===== src/rtl/lru_pair_pkg.sv =====
package lru_pair_pkg;

  // Position of the ordering bit for entry pair (lo, hi), lo < hi.
  // Pairs are ranked lexicographically and placed from the top bit down.
  function automatic int unsigned pair_bit(input int unsigned ways,
                                           input int unsigned lo,
                                           input int unsigned hi);
    int unsigned rank;
    rank = 0;
    for (int unsigned a = 0; a < lo; a++) begin
      rank += ways - 1 - a;
    end
    rank += hi - lo - 1;
    return (ways * (ways - 1) / 2) - 1 - rank;
  endfunction

endpackage


===== src/rtl/lru_pair_update.sv =====
module lru_pair_update #(
  parameter int unsigned WAYS = 4,
  localparam int unsigned WAY_W = $clog2(WAYS),
  localparam int unsigned ORD_W = WAYS * (WAYS - 1) / 2
) (
  input  logic [ORD_W-1:0] order_cur,
  input  logic             touch_valid,
  input  logic [WAY_W-1:0] touch_idx,
  output logic [ORD_W-1:0] order_nxt
);

  // Each pair bit: set when its higher entry is touched, cleared when its lower one is.
  for (genvar lo = 0; lo < WAYS - 1; lo++) begin : g_lo
    for (genvar hi = lo + 1; hi < WAYS; hi++) begin : g_hi
      localparam int unsigned PB = lru_pair_pkg::pair_bit(WAYS, lo, hi);
      always_comb begin
        if (touch_valid && (touch_idx == WAY_W'(hi))) begin
          order_nxt[PB] = 1'b1;
        end else if (touch_valid && (touch_idx == WAY_W'(lo))) begin
          order_nxt[PB] = 1'b0;
        end else begin
          order_nxt[PB] = order_cur[PB];
        end
      end
    end
  end

endmodule


===== src/rtl/lru_pair_decode.sv =====
module lru_pair_decode #(
  parameter int unsigned WAYS = 4,
  localparam int unsigned WAY_W = $clog2(WAYS),
  localparam int unsigned ORD_W = WAYS * (WAYS - 1) / 2
) (
  input  logic [ORD_W-1:0] order_cur,
  output logic [WAY_W-1:0] victim,
  output logic             no_match
);

  logic [WAYS-1:0] oldest;

  // Entry k is oldest when every other entry is more recent than it.
  for (genvar k = 0; k < WAYS; k++) begin : g_way
    logic [WAYS-1:0] older_than;
    for (genvar m = 0; m < WAYS; m++) begin : g_peer
      if (m == k) begin : g_self
        assign older_than[m] = 1'b1;
      end else if (m > k) begin : g_up
        assign older_than[m] = order_cur[lru_pair_pkg::pair_bit(WAYS, k, m)];
      end else begin : g_dn
        assign older_than[m] = ~order_cur[lru_pair_pkg::pair_bit(WAYS, m, k)];
      end
    end
    assign oldest[k] = &older_than;
  end

  always_comb begin
    victim = '0;
    for (int k = 0; k < WAYS; k++) begin
      if (oldest[k]) begin
        victim = WAY_W'(k);
      end
    end
  end

  assign no_match = ~|oldest;

endmodule


===== src/rtl/lru_pair_tracker.sv =====
module lru_pair_tracker #(
  parameter int unsigned WAYS = 4,
  localparam int unsigned WAY_W = $clog2(WAYS),
  localparam int unsigned ORD_W = WAYS * (WAYS - 1) / 2
) (
  input  logic             clk,
  input  logic             rst,
  input  logic             use_valid,
  input  logic [WAY_W-1:0] use_idx,
  input  logic             sw_we,
  input  logic [ORD_W-1:0] sw_wdata,
  output logic [ORD_W-1:0] sw_rdata,
  output logic [WAY_W-1:0] victim_idx,
  output logic             state_invalid
);

  logic [ORD_W-1:0] order_q;
  logic [ORD_W-1:0] order_touched;

  lru_pair_update #(.WAYS(WAYS)) u_update (
    .order_cur   (order_q),
    .touch_valid (use_valid),
    .touch_idx   (use_idx),
    .order_nxt   (order_touched)
  );

  // Software load has priority over a hardware use in the same cycle.
  always_ff @(posedge clk) begin
    if (rst) begin
      order_q <= '0;
    end else if (sw_we) begin
      order_q <= sw_wdata;
    end else begin
      order_q <= order_touched;
    end
  end

  lru_pair_decode #(.WAYS(WAYS)) u_decode (
    .order_cur (order_q),
    .victim    (victim_idx),
    .no_match  (state_invalid)
  );

  assign sw_rdata = order_q;

endmodule


===== config.mk =====
export PLATFORM = sky130hd
export DESIGN_NAME = lru_pair_tracker
export DESIGN_NICKNAME = d
export VERILOG_FILES = /design/src/rtl/lru_pair_pkg.sv /design/src/rtl/lru_pair_update.sv /design/src/rtl/lru_pair_decode.sv /design/src/rtl/lru_pair_tracker.sv
export SDC_FILE = /design/constraint.sdc
export NUM_CORES = 1
export LEC_CHECK = 0
export ABC_CLOCK_PERIOD_IN_PS = 900
export BUFFER_PORTS_ARGS = -buffer_cell sky130_fd_sc_hd__buf_2
export CAP_MARGIN = 30
export CORE_AREA = 10 10 47 49
export CTS_CLUSTER_SIZE = 30
export DETAILED_ROUTE_END_ITERATION = 10
export DIE_AREA = 0 0 57 59
export HOLD_SLACK_MARGIN = 0.03
export PLACE_DENSITY = 0.62
export REMOVE_ABC_BUFFERS = 1
export SYNTH_ARGS = -nofsm -noshare
export SYNTH_HDL_FRONTEND = slang
export SYNTH_HIERARCHICAL = 1
export SYNTH_SLANG_ARGS = --single-unit

===== constraint.sdc =====
create_clock -name clk -period 0.9 [get_ports clk]
set_clock_uncertainty 0.15 [all_clocks]
set_input_delay 0.045 -clock clk [delete_from_list [all_inputs] [get_ports clk]]
set_output_delay 0.045 -clock clk [all_outputs]
set_load 0.005 [all_outputs]

==> summary.md <==
| Metric | Value |
|---|---|
| Critical Path Max Stage Delay | 0.35 ns |
| CP required | 0.70 ns |
| DRT iter0 DRCs | 8 |
| WHS Path Cells | 3 |
| R2R setup slack | -0.26 ns |
| Initial Utilization | 26.3% |
| Delay-heaviest family, CP | flip-flops |
| Path depth of the worst reg2reg path | 4 |
| Routed vias/inst | 4.38 |
| Fin Hold WS | 0.0401 ns |
| Worst-path cell chain | buf_6, nand3_2, nand2_1, nor2_1, buf_2 |
| Fillers | 125 |
| Routed Antenna Nets | 0 |
| Place WS | -0.154 ns |
| Sequential Area | 143 µm² |
| Clock Latency Late Sink | 0.24 ns |
| Unique masters post-synth | 18 |
| Wire per inst | 15.0 µm |
| Crit start category | register |
| Hold Crit Class | input port to register |
| Critical Path Fanout Max | 3 |
| CTS H-tree depth | 1 |
| Largest net degree at the start of global routing | 7 |
| Tmin final | 1.24 ns |
| Cell area after layout | 795 µm² |
| Row count | 14 |
| Setup crit end kind | primary output |
| Flops & latches, synth | 6 |
| CTS root buf | clkbuf_4 |
| Fmax | 0.807 GHz |
| Final Hold Fails | 0 |
| Number of global-route vias before repair | 453 |
| Crit Reg-Reg Endpoint | sw_rdata[4] |
| Initial antenna violation count | 0 |
| Crit path DAT | 1.04 ns |
| Placer congestion estimate | 0.665 |
| First-pass GRT wire length | 2250 µm |
| Drc violations | 0 |
| Post-route clock period utilization | 138% |
| Crit path buffers/inverters | 2 |
| Core footprint | 1400 µm² |
| Most common cell after layout, fill and taps aside | buf_2 |
| RSZ-0062 raised after global routing | true |
| Max reg flops | 6 |
| Die extent in y | 59 µm |
| Die ar. | 3360 µm² |
| Layout cells sized above 1 | 60.7% |
| Leak pwr | 0.404 nW |
| Fin nets | 98 |
| Hold Path End | sw_rdata[2] |
| Port bufs | 20 |
| DP Area | 529 µm² |
| Clock Pin Slew Worst Setup and Hold Paths | 0.05 ns |
| Crit Reg-Reg Startpoint | sw_rdata[4] |
| Total number of vias | 438 |
| Total gr overflow | 0 |
| Seq/Total Area, Yosys | 32.7% |
| Clock buffer depth | 2 |
| Setup tns final | -2.38 ns |
| P&R area growth vs syn | 116% |
| Failing checks | negative setup slack |
| Commonest non-fill, non-tap cells in the layout | buf_2, buf_6, nor2_1 |
| # setup viols final | 15 |
| Max-Cap Viols | 0 |
| Ant. Diodes | 0 |
| Cells after Synth | 43 |
| Post-Syn Area | 368 µm² |
| VDD IR max | 702 µV |
| Max transition margin | 84.2% |
| Total Routing Usage GR | 8.64% |
| Max Slew Vio Count | 0 |
| Post-layout util | 56.7% |
| Yosys warnings | 6 |
| Worst Tran Pin Value | 0.234 ns |
| Power per cell area | 1130 nW/µm² |
| Clock sink count | 6 |
| Total CTS buffers | 3 |
| Area of the multi-input gates | 280 µm² |
| Hpwl dp | 866 µm |
| Critical path class | register to primary output |
| Mean post-synth cell area | 8.55 µm² |
| Chip width | 57 µm |
| CTS tree | done |
| Detailed Routing Iterations Pass 1 | 4 |
| Status | complete, but fails checks |
| Slowest-stage cell, CP | dfxtp_4 |
| PnR worst setup slack | -0.340 ns |
| Hold Crit Start | sw_we |
| Final WL | 1500 µm |
| I/O pins | 21 |
how the worst max path moves through the flow:
stage / from / endpoint / slack, ns / depth (start not counted)
3_3_place_gp: sw_rdata[2] / state_invalid / -0.15 / 4
6_report: sw_rdata[4] / state_invalid / -0.34 / 5
5_1_grt: sw_rdata[4] / state_invalid / -0.42 / 5
2_1_floorplan: sw_rdata[5] / sw_rdata[5] / -0.09 / 3
4_1_cts: sw_rdata[0] / state_invalid / -0.31 / 4
3_5_place_dp: sw_rdata[2] / state_invalid / -0.15 / 4
Yosys cell counts:
master    count  share of area (%)
nand2b_1      1                1.7
a21oi_1       2                2.7
nand2_1       3                3.1
buf_6         1                3.1
nor2b_4       1                3.7
a21o_1        3                6.1
o31ai_1       1                2.0
inv_1         3                3.1
nand3_1       1                1.4
nor3_1        1                1.4
nand3b_1      1                2.0
mux2i_1       6                 16
mux2_4        1                4.1
o22ai_1       2                3.4
mux2_2        1                3.1
nor2_1        8                8.2
dfxtp_1       6                 33
and3_2        1                2.0
what timing repair did:
item,CTS,global route
hold buffers,7,0
endpoints found under the hold margin,6,0
endpoints found under the setup margin,15,15
setup buffers,4,2
pin swaps,7,2
resized for setup,22,13
layout make-up:
type / instances / area share [%]
inverter: 3 / 1.42
timing repair buffer: 39 / 40.0
clock buffer: 3 / 2.83
multi-input combinational: 33 / 35.3
sequential: 6 / 18.0
tap: 16 / 2.52
metrics by stage:
step	total power [mW]	std cells
floorplan	0.405	42
global placement	0.526	85
detailed placement	0.526	85
CTS	0.866	99
global route	0.963	100
finish	0.898	100
logic make-up (layout without fill, tap and decap cells):
group,Yosys count,in the layout,synth area share [%]
multiplexers,8,8,23.5
AO/OA/AOI/OAI,8,8,14.3
AND/OR/NAND/NOR,17,17,23.5
buffers and inverters,4,45,6.12
flip-flops,6,6,32.7
power by group:
part	leakage [nW]	total (mW)	internal, mW	switching [mW]
Clock	0.0138	0.243	0.151	0.0928
Sequential	0.0535	0.319	0.284	0.0352
Combinational	0.337	0.336	0.211	0.125
Total	0.404	0.898	0.645	0.253
worst register-to-register path, delay by kind of cell, from the launching register on:
| kind | cells | cell delay (ns) |
|---|---|---|
| DFF | 1 | 0.35 |
| buffers and inverters | 1 | 0.11 |
| and+or+nand+nor | 1 | 0.05 |
| muxes | 2 | 0.39 |
routing by layer:
metal,vias up,GRT usage (%),share of wire [%]
met5,-,0,0
met4,0,6.04,0.67
met3,2,2.58,3.5
met2,9,14.0,55
met1,194,9.50,41
li1,233,-,-
Power figures use the tool's default switching activity.
